==> src/rtl/irqr_pkg.sv <==
package irqr_pkg;
  localparam int PIN_W  = 5;
  localparam int VEC_W  = 8;
  localparam int DEST_W = 8;
  localparam int MASK_W = 1 << PIN_W;
  localparam int CFG_W  = PIN_W + 3;

  typedef enum logic [1:0] {
    PC_NONE     = 2'd0,
    PC_ASSERT   = 2'd1,
    PC_DEASSERT = 2'd2,
    PC_PULSE    = 2'd3
  } pin_cmd_e;

  typedef struct packed {
    logic [PIN_W-1:0] route;
    logic             msg_en;
    logic             level;
    logic             ien;
  } tmr_cfg_t;

  localparam logic [PIN_W-1:0]  LEG_PIN_T0 = PIN_W'(2);
  localparam logic [PIN_W-1:0]  LEG_PIN_T1 = PIN_W'(8);
  localparam logic [DEST_W-1:0] DEST_ALL   = {DEST_W{1'b1}};
endpackage

==> src/rtl/irqr_route_decode.sv <==
module irqr_route_decode
  import irqr_pkg::*;
#(
  parameter int IDX_W = 2
) (
  input  logic [IDX_W-1:0] tmr_idx,
  input  logic             legacy_en,
  input  logic             msg_cap,
  input  tmr_cfg_t         cfg,
  output logic             use_msg,
  output logic             use_edge,
  output logic [PIN_W-1:0] pin
);
  logic legacy_hit;
  assign legacy_hit = legacy_en &&
                      ((tmr_idx == IDX_W'(0)) || (tmr_idx == IDX_W'(1)));

  always_comb begin
    if (legacy_hit) begin
      use_msg  = 1'b0;
      use_edge = 1'b1;
      pin      = tmr_idx[0] ? LEG_PIN_T1 : LEG_PIN_T0;
    end else begin
      use_msg  = msg_cap & cfg.msg_en;
      use_edge = ~cfg.level;
      pin      = cfg.route;
    end
  end
endmodule

==> src/rtl/irqr_first_set.sv <==
module irqr_first_set #(
  parameter  int N  = 4,
  localparam int IW = (N > 1) ? $clog2(N) : 1
) (
  input  logic [N-1:0]  req,
  output logic          any,
  output logic [IW-1:0] idx
);
  always_comb begin
    any = |req;
    idx = '0;
    for (int i = N - 1; i >= 0; i--) begin
      if (req[i]) idx = IW'(i);
    end
  end
endmodule

==> src/rtl/tmr_irq_router.sv <==
module tmr_irq_router
  import irqr_pkg::*;
#(
  parameter  int                         NUM_TMR    = 4,
  parameter  logic [NUM_TMR-1:0]         MSG_CAP    = '1,
  parameter  logic [NUM_TMR*MASK_W-1:0]  ALLOW_MASK = {NUM_TMR{32'h00FF_0000}},
  localparam int                         IDX_W      = $clog2(NUM_TMR)
) (
  input  logic                      clk,
  input  logic                      rst,
  input  logic                      legacy_en,
  input  logic [NUM_TMR-1:0]        fire,
  input  logic [NUM_TMR-1:0]        clr_req,
  input  logic                      cfg_we,
  input  logic [IDX_W-1:0]          cfg_idx,
  input  logic [CFG_W-1:0]          cfg_wdata,
  input  logic [NUM_TMR*VEC_W-1:0]  msg_vec_i,
  input  logic [NUM_TMR*DEST_W-1:0] msg_dest_i,
  output logic [1:0]                pin_cmd,
  output logic [PIN_W-1:0]          pin_num,
  output logic                      msg_valid,
  output logic [VEC_W-1:0]          msg_vec,
  output logic [DEST_W-1:0]         msg_dest,
  output logic                      msg_bcast,
  output logic [NUM_TMR-1:0]        status
);
  tmr_cfg_t           cfg_q   [NUM_TMR];
  logic [PIN_W-1:0]   held_q  [NUM_TMR];
  logic [MASK_W-1:0]  allow_of[NUM_TMR];
  logic [PIN_W-1:0]   dec_pin [NUM_TMR];
  logic [NUM_TMR-1:0] dec_msg, dec_edge;
  logic [NUM_TMR-1:0] status_q, fire_pend, clr_pend;

  // Per-timer decode of the current delivery path.
  for (genvar g = 0; g < NUM_TMR; g++) begin : g_tmr
    assign allow_of[g] = ALLOW_MASK[g*MASK_W +: MASK_W];
    irqr_route_decode #(.IDX_W(IDX_W)) u_dec (
      .tmr_idx  (IDX_W'(g)),
      .legacy_en(legacy_en),
      .msg_cap  (MSG_CAP[g]),
      .cfg      (cfg_q[g]),
      .use_msg  (dec_msg[g]),
      .use_edge (dec_edge[g]),
      .pin      (dec_pin[g])
    );
  end

  // Write path: validate the route, then decode the new word.
  tmr_cfg_t         wr_raw, wr_cfg;
  logic             wr_msg, wr_edge, drop;
  logic [PIN_W-1:0] wr_pin;

  assign wr_raw = tmr_cfg_t'(cfg_wdata);
  always_comb begin
    wr_cfg = wr_raw;
    if (wr_raw.route != '0 && !allow_of[cfg_idx][wr_raw.route]) wr_cfg.route = '0;
  end

  irqr_route_decode #(.IDX_W(IDX_W)) u_wr_dec (
    .tmr_idx  (cfg_idx),
    .legacy_en(legacy_en),
    .msg_cap  (MSG_CAP[cfg_idx]),
    .cfg      (wr_cfg),
    .use_msg  (wr_msg),
    .use_edge (wr_edge),
    .pin      (wr_pin)
  );

  assign drop = cfg_we && status_q[cfg_idx] &&
                (!wr_cfg.ien || wr_msg || wr_edge || (wr_pin != held_q[cfg_idx]));

  // Arbitration among pending clears and fires.
  logic [NUM_TMR-1:0] eff_clr, eff_fire;
  logic               clr_any, fire_any;
  logic [IDX_W-1:0]   clr_sel, fire_sel;

  assign eff_clr  = (clr_pend | clr_req) & status_q;
  assign eff_fire = fire_pend | fire;

  irqr_first_set #(.N(NUM_TMR)) u_clr_pick  (.req(eff_clr),  .any(clr_any),  .idx(clr_sel));
  irqr_first_set #(.N(NUM_TMR)) u_fire_pick (.req(eff_fire), .any(fire_any), .idx(fire_sel));

  pin_cmd_e           cmd_d;
  logic [PIN_W-1:0]   pin_d;
  logic               msg_d;
  logic [VEC_W-1:0]   vec_d;
  logic [DEST_W-1:0]  dest_d;
  logic [NUM_TMR-1:0] clr_mask, set_mask, fire_done;

  always_comb begin
    cmd_d     = PC_NONE;
    pin_d     = '0;
    msg_d     = 1'b0;
    vec_d     = '0;
    dest_d    = '0;
    clr_mask  = '0;
    set_mask  = '0;
    fire_done = '0;
    if (drop) begin
      cmd_d             = PC_DEASSERT;
      pin_d             = held_q[cfg_idx];
      clr_mask[cfg_idx] = 1'b1;
    end else if (clr_any) begin
      cmd_d             = PC_DEASSERT;
      pin_d             = held_q[clr_sel];
      clr_mask[clr_sel] = 1'b1;
    end else if (fire_any) begin
      fire_done[fire_sel] = 1'b1;
      if (cfg_q[fire_sel].ien && !status_q[fire_sel]) begin
        if (dec_msg[fire_sel]) begin
          msg_d  = 1'b1;
          vec_d  = msg_vec_i[fire_sel*VEC_W +: VEC_W];
          dest_d = msg_dest_i[fire_sel*DEST_W +: DEST_W];
        end else if (dec_pin[fire_sel] != '0) begin
          pin_d = dec_pin[fire_sel];
          if (dec_edge[fire_sel]) begin
            cmd_d = PC_PULSE;
          end else begin
            cmd_d              = PC_ASSERT;
            set_mask[fire_sel] = 1'b1;
          end
        end
      end
    end
  end

  always_ff @(posedge clk) begin
    if (rst) begin
      status_q  <= '0;
      fire_pend <= '0;
      clr_pend  <= '0;
      pin_cmd   <= PC_NONE;
      pin_num   <= '0;
      msg_valid <= 1'b0;
      msg_vec   <= '0;
      msg_dest  <= '0;
      msg_bcast <= 1'b0;
      for (int i = 0; i < NUM_TMR; i++) begin
        cfg_q[i]  <= '0;
        held_q[i] <= '0;
      end
    end else begin
      status_q  <= (status_q & ~clr_mask) | set_mask;
      fire_pend <= eff_fire & ~fire_done;
      clr_pend  <= eff_clr & ~clr_mask;
      pin_cmd   <= cmd_d;
      pin_num   <= pin_d;
      msg_valid <= msg_d;
      msg_vec   <= vec_d;
      msg_dest  <= dest_d;
      msg_bcast <= msg_d && (dest_d == DEST_ALL);
      if (|set_mask) held_q[fire_sel] <= pin_d;
      if (cfg_we)    cfg_q[cfg_idx]   <= wr_cfg;
    end
  end

  assign status = status_q;

  // Checks on the registered outputs.
  assert_cmd_has_pin_R4: assert property (@(posedge clk) disable iff (rst)
    (pin_cmd != PC_NONE) |-> (pin_num != '0));
  assert_one_action_R10: assert property (@(posedge clk) disable iff (rst)
    !(msg_valid && pin_cmd != PC_NONE));
  assert_one_status_step_R10: assert property (@(posedge clk) disable iff (rst)
    $countones(status_q ^ $past(status_q)) <= 1);
  assert_rise_asserts_R7: assert property (@(posedge clk) disable iff (rst)
    (|(status_q & ~$past(status_q))) |-> (pin_cmd == PC_ASSERT));
  assert_fall_deasserts_R8: assert property (@(posedge clk) disable iff (rst)
    (|(~status_q & $past(status_q))) |-> (pin_cmd == PC_DEASSERT));
  assert_bcast_needs_msg_R3: assert property (@(posedge clk) disable iff (rst)
    msg_bcast |-> msg_valid);
endmodule

==> config.mk <==
export PLATFORM = sky130hd
export DESIGN_NAME = tmr_irq_router
export DESIGN_NICKNAME = d
export VERILOG_FILES = /design/src/rtl/irqr_pkg.sv /design/src/rtl/irqr_route_decode.sv /design/src/rtl/irqr_first_set.sv /design/src/rtl/tmr_irq_router.sv
export SDC_FILE = /design/constraint.sdc
export NUM_CORES = 1
export LEC_CHECK = 0
export BUFFER_PORTS_ARGS = -buffer_cell sky130_fd_sc_hd__buf_2
export CORE_AREA = 2 2 120 122
export CTS_BUF_LIST = sky130_fd_sc_hd__clkbuf_4 sky130_fd_sc_hd__clkbuf_8
export DETAILED_ROUTE_END_ITERATION = 6
export DIE_AREA = 0 0 122 124
export PLACE_DENSITY = 0.58
export SLEW_MARGIN = 10
export SYNTH_ARGS = -nofsm -noshare
export SYNTH_HDL_FRONTEND = slang
export SYNTH_HIERARCHICAL = 1
export SYNTH_SLANG_ARGS = --single-unit
==> constraint.sdc <==
create_clock -name clk -period 5.2 [get_ports clk]
set_input_delay 0.26 -clock clk [delete_from_list [all_inputs] [get_ports clk]]
set_output_delay 0.26 -clock clk [all_outputs]
set_load 0.05 [all_outputs]
Yosys cells after proc, flatten, opt, wreduce, memory -nomap -nowiden
Memories as Yosys holds them, arrays and structs flattened.
Cells that the tools add are included.
- memories: 2
- latch bits: 0
- word-level logic and storage cells: 165
- flip-flop bits (word level): 37
- bits in read-only memories: 0
- bits in writable memories: 52
- $lt $le $gt $ge: 9
- bitwise logic cells: 21
- reduce and logical (&&, ||, !) cells: 26
- divide/modulo/power cells: 0
- equal/unequal tests: 3
- shift operators: 2
- multiplexer cells: 92
- multipliers: 0
- $add $sub $neg: 0
- memory list (name ; depth ; width ; rd ports ; clocked after Yosys merged registers in ; write ports ; RTL line ; RTL):
    cfg_q ; 4 ; 8 ; 5 ; 0 ; 4 ; tmr_irq_router.sv:27 ; tmr_cfg_t cfg_q [NUM_TMR];
    held_q ; 4 ; 5 ; 2 ; 0 ; 4 ; tmr_irq_router.sv:28 ; logic [PIN_W-1:0] held_q [NUM_TMR];
- operator list (cell ; number):
    two-way mux 5 bit ; 13
    binary-select mux 32 bit (select 2 bit) ; 1
    two-way mux 32 bit ; 2
    variable part select 32 x 6 -> 8 bit ; 2
    two-way mux 4 bit ; 13
    two-way mux 8 bit ; 6
    two-way mux 2 bit ; 17
    two-way mux 1 bit ; 30
    bitwise AND 4 bit ; 4
    OR 4 bit ; 3
    OR reduction 4 bit ; 3
    binary-select mux 1 bit (select 2 bit) ; 5
    binary-select mux 5 bit (select 2 bit) ; 1
    nonzero test 5 bit ; 2
    OR reduction 10 bit ; 1
    logical AND 1 bit ; 9
    < comparator 2 x 3 -> 1 bit (second input constant) ; 3
    NOT 1 bit ; 9
    OR reduction 9 bit ; 1
    == test 8 bit (second input constant) ; 1
    NOT 4 bit ; 2
    OR reduction 8 bit ; 1
    demux 1 bit (select 2 bit) ; 3
    >= comparator 2 x 1 -> 1 bit (second input constant) ; 3
    other kinds (11) ; 18

Longest topological paths before layout
Gate-level depths: netlist of the first run.
- word-level depth: 22
- depth in mapped cells: 11

Modules after synthesis
The synthesis of the first run kept the hierarchy.
- by module, submodules not included (module ; cells an instance ; area an instance (um^2) ; times used):
    tmr_irq_router ; 335 ; 4265.3 ; 1
    irqr_route_decode ; 9 ; 76.3 ; 5
    irqr_first_set ; 7 ; 35.0 ; 2

Worst setup path after synthesis of the first run
No wires, ideal clock.
- path type: reg2reg
- start: reg fire_pend[2]
- end: mem held_q[0][0] (enable)
- data required time: 4824 ps
- cell stages (with the launch flop): 11
- path slack: 1802 ps
- clock period less this slack: 3398 ps
- data arrival time: 3022 ps
- path through: dfxtp_1 -> nor2_1 -> inv_1 -> nand2b_1 -> a21oi_2 -> buf_2 -> mux4_2 -> nand3b_1 -> nor4_4 -> nand2_1 -> o31ai_1
- RTL lines (element ; RTL line ; RTL):
    start: declaration ; tmr_irq_router.sv:32 ; logic [NUM_TMR-1:0] status_q, fire_pend, clr_pend;
    start signal: assignment ; tmr_irq_router.sv:144 ; fire_pend <= eff_fire & ~fire_done;
    end: declaration ; tmr_irq_router.sv:28 ;

==> results_dict.tcl, run 1 <==
set metrics [dict create \
    path_max_fanout 9 \
    drc 0 \
    vias 3561 \
    synth_cell_type_count 53 \
    drt_first_iter_violations 255 \
    peakVddDrop_mv 0.116 \
    n_fill_cell 1317 \
    ys_seq_area_share_pct 48.8 \
    p_int_uw 1230 \
    powerDensity_nw_per_um2 298 \
    io_buffers 114 \
    synth_enable_flop_cells 52 \
    wl_per_cell_um 17.4 \
    status "completed" \
    placement.cell_area_sq_um 5550 \
    fin_util_pct 42.1 \
    yosysWarnings 6 \
    hpwl_um 9530 \
    synth_cells 394 \
    whs_ns 0.194 \
    worst_slew_pin_slew_ns 1.19 \
    worstSetupPathType "flop to flop" \
    row_count 43 \
    fin_crit_sh_pct 70.6 \
    die-area_sq_um 15100 \
    grt_pass1_vias 3554 \
    rsz0062_at_grt "no" \
    min_path_type "input port to flop" \
    synthArstFlopShare_pct 0 \
    required_ns 5.21 \
    syn_area_per_cell_sq_um 12.0 \
    finalWorstSetupSlack_ns 1.53 \
    clk_pin_slew_ns 0.09 \
    antenna_found_initial 0 \
    hold_viol 0 \
    critPathCaptureType "flop" \
    via_per_inst 5.01 \
    skew_ns 0.0140 \
    cts_tree "built" \
    postRouteAntennaNets 0 \
    cts_hold_buf 0 \
    place_congestion 0.840 \
    start_kind "flop" \
    leakage_uw 0.00241 \
    finalMaxSlewViolations 0 \
    switchingPower_uw 489 \
    cts_root_buf "clkbuf_8" \
    setup_tns_ns 0 \
    cp.arrival_ns 3.69 \
    grt_pass1_wl_um 18900 \
    pwr-share-seq_pct 46.7 \
    dp_slack_ns 1.41 \
    post_cts_buffers 0 \
    core-area_sq_um 13700 \
    nets 612 \
    die-width_um 122 \
    antenna_cells 0 \
    max-slew-margin-rel_pct 20.4 \
    cts_made_buffers 9 \
    cts_resized 0 \
    grtUsageTotal_pct 16.9 \
    clock_path_buffers 2 \
    drt_wl_total_um 12400 \
    design_area_sq_um 5780 \
    cts.sinks 89 \
    drive_gt1_share_pct 40.7 \
    io_pins 115 \
    synth_area_sq_um 4720 \
    grt_overflow 0 \
    switching_share_pct 28.4 \
    period_needed_ns 3.67 \
    dr.pass1.iters 4 \
    cap_violations 0 \
    initial_utilization_pct 34.4 \
    fmax_mhz 272 \
    synth-main-ff-cell "edfxtp_1" \
    p_clk_share_pct 32.3 \
    comb_power_share_pct 21.0 \
    grt_max_degree 30 \
    area_growth_pct 22.5 \
    synth_seq_cells 89 \
    report.final.setup_viol 0 \
    cts_max_level 3 \
    clk_latency_ns 0.38 \
    dieHeight_um 124 \
]
-- path summary, 6_finish.rpt --
kind	end	slack [ns]	depth (start not counted)	from
setup / recovery	held_q[0][2]$_SDFFCE_PN0P_	1.53	8	fire_pend[0]$_SDFF_PP0_
hold reg to reg	fire_pend[2]$_SDFF_PP0_	0.52	2	fire_pend[2]$_SDFF_PP0_
hold / removal	fire_pend[2]$_SDFF_PP0_	0.19	3	fire[2]
setup reg to reg	held_q[0][2]$_SDFFCE_PN0P_	1.53	8	fire_pend[0]$_SDFF_PP0_
-- final cells by class --
class | instances | area, sq um | share of cell area (%)
Inverter | 23 | 86.3 | 1.49
Sequential cell | 89 | 2300 | 39.8
Clock inverter | 5 | 83.8 | 1.45
Clock buffer | 11 | 145 | 2.51
Multi-Input combinational cell | 285 | 2340 | 40.4
Timing Repair Buffer | 118 | 601 | 10.4
Tap cell | 180 | 225 | 3.90
-- cell usage in the layout (no fill, tap or decap), types with 2 or more instances in the layout --
master	Yosys	routed
bufinv_16	0	2
and4b_1	2	2
nand2b_4	5	5
a21oi_1	7	7
nand2_1	25	25
a32oi_1	3	3
or2_2	4	4
dfxtp_1	37	37
edfxtp_1	52	52
nor2b_1	24	24
inv_1	22	22
buf_4	1	4
conb_1	2	22
nor3b_1	5	5
mux4_2	35	35
nand3_1	5	5
nand3b_1	3	3
o21ai_0	3	3
a211oi_1	8	8
mux2_4	5	5
nand4_2	3	3
xnor2_1	4	4
buf_2	3	114
inv_6	0	2
nor2_1	66	66
nand2b_1	4	4
nor3_1	5	4
clkbuf_8	0	10
and2_2	15	15
and3_2	5	5
mux2i_1	5	5
-- per-layer routing --
metal | vias to the layer above | part of all wire [%] | global-route usage (%)
met5 | - | 0 | 0
met1 | 1708 | 43 | 21.8
met4 | 0 | 2.2 | 7.26
met2 | 173 | 45 | 27.5
li1 | 1664 | - | -
met3 | 16 | 9.5 | 3.53
-- cell usage after synthesis, types with 7 or more instances --
| master | n | area share, % |
|---|---|---|
| a211oi_1 | 8 | 1.3 |
| mux4_2 | 35 | 17 |
| nand2_1 | 25 | 2.0 |
| a21oi_1 | 7 | 0.74 |
| nor2b_1 | 24 | 3.2 |
| nor2_1 | 66 | 5.3 |
| edfxtp_1 | 52 | 33 |
| and2_2 | 15 | 2.4 |
| inv_1 | 22 | 1.8 |
| clkbuf_1 | 8 | 0.64 |
| dfxtp_1 | 37 | 16 |
-- worst max-delay path, stage by stage, from the launching register on --
cell,delay (ns)
dfxtp_1,0.31
nor2_1,0.13
inv_1,0.12
nor3_2,0.61
mux4_2,0.41
nand3b_1,0.35
nor4_4,0.58
nand2_1,0.13
o31ai_1,0.66
-- cells by family after synthesis --
family	Yosys count	synth area share (%)
simple gates	182	22.2
flops	89	48.8
mux	45	19.4
buf+inv	40	3.50
compound gates	31	5.04
xor+xnor	5	0.928
other cells	2	0.159
-- registers in the layout, indices dropped and copies added, names as in the netlist --
name,cells
clr_pend,4
pin_num,5
fire_pend,4
cfg_q,32
msg_dest,8
msg_bcast,1
msg_vec,8
pin_cmd,2
status,4
held_q,20
msg_valid,1
-- per-stage QoR --
step                      power (uW)  instances
after floorplan                 1070        414
after global placement          1180        695
after detailed placement        1180        695
after CTS                       1740        711
after global routing            1800        711
final                           1720        711
-- power groups by stage --
stage / registers, uW / clock network, uW / logic (uW)
floorplan: 859 / 0 / 212
finish: 803 / 556 / 362
global route: 809 / 604 / 389
CTS: 804 / 574 / 364
detailed placement: 820 / 0 / 362
global placement: 819 / 0 / 358
Note: power is estimated with default switching activity, not from simulation.
==> inputs of run 2 (changes only) <==
clock period = 3.69 ns   (was 5.2 ns; I/O delays follow)
==> run 2 against run 1 <==
Effect of this change: worst hold slack lost 0.083 ns; largest power group unchanged; count of clock-buffer cells in the layout is 1 lower; largest cell class unchanged; total power rose by 41%; non-clock buffer count up 8; flip-flop and latch count unchanged; worst setup slack lost 1.2 ns; maximum frequency rose by 9.1%; sequential power grew 41%; combinational power increased by 43%; die area is the same.
==> results_dict.tcl, run 2 (synthesized netlist as in run 1, its figures left out) <==
set metrics [dict create \
    drt_first_iter_violations 195 \
    cap_violations 0 \
    io_pins 115 \
    largest-register "cfg_q" \
    drt_wl_total_um 12200 \
    switching_share_pct 28.5 \
    critPathCaptureType "flop" \
    row_count 43 \
    drive_gt1_share_pct 41.6 \
    p_int_uw 1740 \
    grtUsageTotal_pct 16.5 \
    skew_ns 0.0174 \
    pwr-share-seq_pct 46.5 \
    p_clk_share_pct 32.3 \
    r2r_slack_ns 0.32 \
    cp.arrival_ns 3.46 \
    required_ns 3.78 \
    largestRegisters "cfg_q (32), held_q (20)" \
    powerDensity_nw_per_um2 416 \
    grt_overflow 0 \
    critPathLaunch "fire_pend[2]$_SDFF_PP0_" \
    finalMaxSlewViolations 0 \
    final_common_cell "buf_2" \
    cts_tree "built" \
    die-width_um 122 \
    via_per_inst 4.95 \
    peakVddDrop_mv 0.151 \
    antenna_cells 0 \
    core-area_sq_um 13700 \
    largest_register_ffs 32 \
    cts_hold_buf 0 \
    rsz0062_at_grt "no" \
    setup_tns_ns 0 \
    grt_pass1_vias 3574 \
    clk_latency_ns 0.38 \
    drc 0 \
    fin_crit_sh_pct 91.3 \
    antenna_found_initial 0 \
    grt_max_degree 23 \
    rr_worst_depth 10 \
    post_cts_buffers 0 \
    leakage_uw 0.00245 \
    clk_pin_slew_ns 0.11 \
    cts_resized 0 \
    dieHeight_um 124 \
    place_congestion 0.860 \
    place_inst 703 \
    path_max_fanout 8 \
    start_kind "flop" \
    multiInputGateArea_sq_um 2340 \
    reg2reg_to "held_q[0][4]$_SDFFCE_PN0P_" \
    status "completed" \
    critical_path.endpoint "held_q[0][4]$_SDFFCE_PN0P_" \
    io_buffers 114 \
    max-slew-margin-rel_pct 57.9 \
    regArea_sq_um 2300 \
    n_fill_cell 1307 \
    period_needed_ns 3.37 \
    grt_pass1_wl_um 18400 \
    dr.pass1.iters 5 \
    report.final.setup_viol 0 \
    switchingPower_uw 695 \
    area_growth_pct 24.0 \
    hold_viol 0 \
    fmax_mhz 297 \
    postRouteAntennaNets 0 \
    hpwl_um 9530 \
    cts_max_level 3 \
    vias 3562 \
    clock_path_buffers 2 \
    initial_utilization_pct 34.4 \
    worst_slew_pin_slew_ns 0.630 \
    die-area_sq_um 15100 \
    mostFrequentLayoutCells "buf_2 (114), nor2_1 (66), edfxtp_1 (52)" \
    min_path_type "input port to flop" \
    cts_root_buf "clkbuf_8" \
    cts_made_buffers 9 \
    wl_per_cell_um 17.0 \
    worstSetupPathType "flop to flop" \
    reg2reg_from "fire_pend[2]$_SDFF_PP0_" \
    cts.sinks 89 \
    nets 620 \
    layout.cells.non_filler 719 \
    comb_power_share_pct 21.2 \
]
[run 2: changes by cell type in the layout (fill, tap and decap cells not counted), sizes merged]
cell | previous run | this run
buf | 118 | 126
clkbuf | 11 | 10
clkinv | 1 | 3
inv | 25 | 24
[run 2: layout make-up]
cell class / count / area share, %
inverter: 23 / 1.48
tap: 180 / 3.85
clock inverter: 6 / 1.67
clock buffer: 10 / 2.35
timing repair buffer: 126 / 11.3
sequential: 89 / 39.4
multi-input combinational: 285 / 40.0
[run 2: power by group through the flow]
stage / Clock, uW / Sequential (uW) / Combinational (uW)
global placement: 0 / 1150 / 512
global route: 850 / 1140 / 557
detailed placement: 0 / 1160 / 515
CTS: 813 / 1130 / 519
finish: 786 / 1130 / 516
floorplan: 0 / 1210 / 299
[run 2: metrics by stage]
| step | setup slack [ns] | total power [uW] | instance area (sq um) | util, % | hold slack [ns] |
|---|---|---|---|---|---|
| 6_report | 0.322 | 2430 | 5850 | 42.6 | 0.112 |
| 2_1_floorplan | 0.292 | 1510 | 4790 | - | 0.398 |
| 3_3_place_gp | 0.388 | 1670 | 5610 | 40.9 | 0.504 |
| 4_1_cts | 0.310 | 2460 | 5850 | 42.6 | 0.0953 |
| 5_1_grt | 0.0670 | 2550 | 5850 | 42.6 | 0.133 |
| 3_5_place_dp | 0.304 | 1670 | 5610 | 40.9 | 0.512 |
[run 2: routing by layer]
metal | track usage, % | part of all wire, % | wire length, um | vias to the layer above
met5 | 0 | 0 | 0 | -
met4 | 8.69 | 2.5 | 304 | 0
met3 | 3.02 | 9.1 | 1110 | 21
met2 | 27.3 | 45 | 5550 | 172
met1 | 20.8 | 43 | 5240 | 1682
li1 | - | - | - | 1687
[run 2: critical path, cell delays in order (launching register included)]
cell      delay, ns
dfxtp_1        0.30
nor2_1         0.13
inv_1          0.07
nand2b_1       0.18
a21oi_4        0.36
mux4_2         0.56
nand3b_1       0.35
nor4_4         0.56
nand2_1        0.17
o31ai_1        0.23
buf_4          0.18
[run 2: worst min-delay path by stage]
stage,slack (ns),cells after the start,start,endpoint
final,0.11,3,clr_req[1],clr_pend[1]$_SDFF_PP0_
after global routing,0.13,3,clr_req[0],clr_pend[0]$_SDFF_PP0_
after CTS,0.1,3,clr_req[1],clr_pend[1]$_SDFF_PP0_
after detailed placement,0.51,3,clr_req[2],clr_pend[2]$_SDFF_PP0_
after global placement,0.50,3,clr_req[2],clr_pend[2]$_SDFF_PP0_
after floorplan,0.40,2,clr_req[0],clr_pend[0]$_SDFF_PP0_
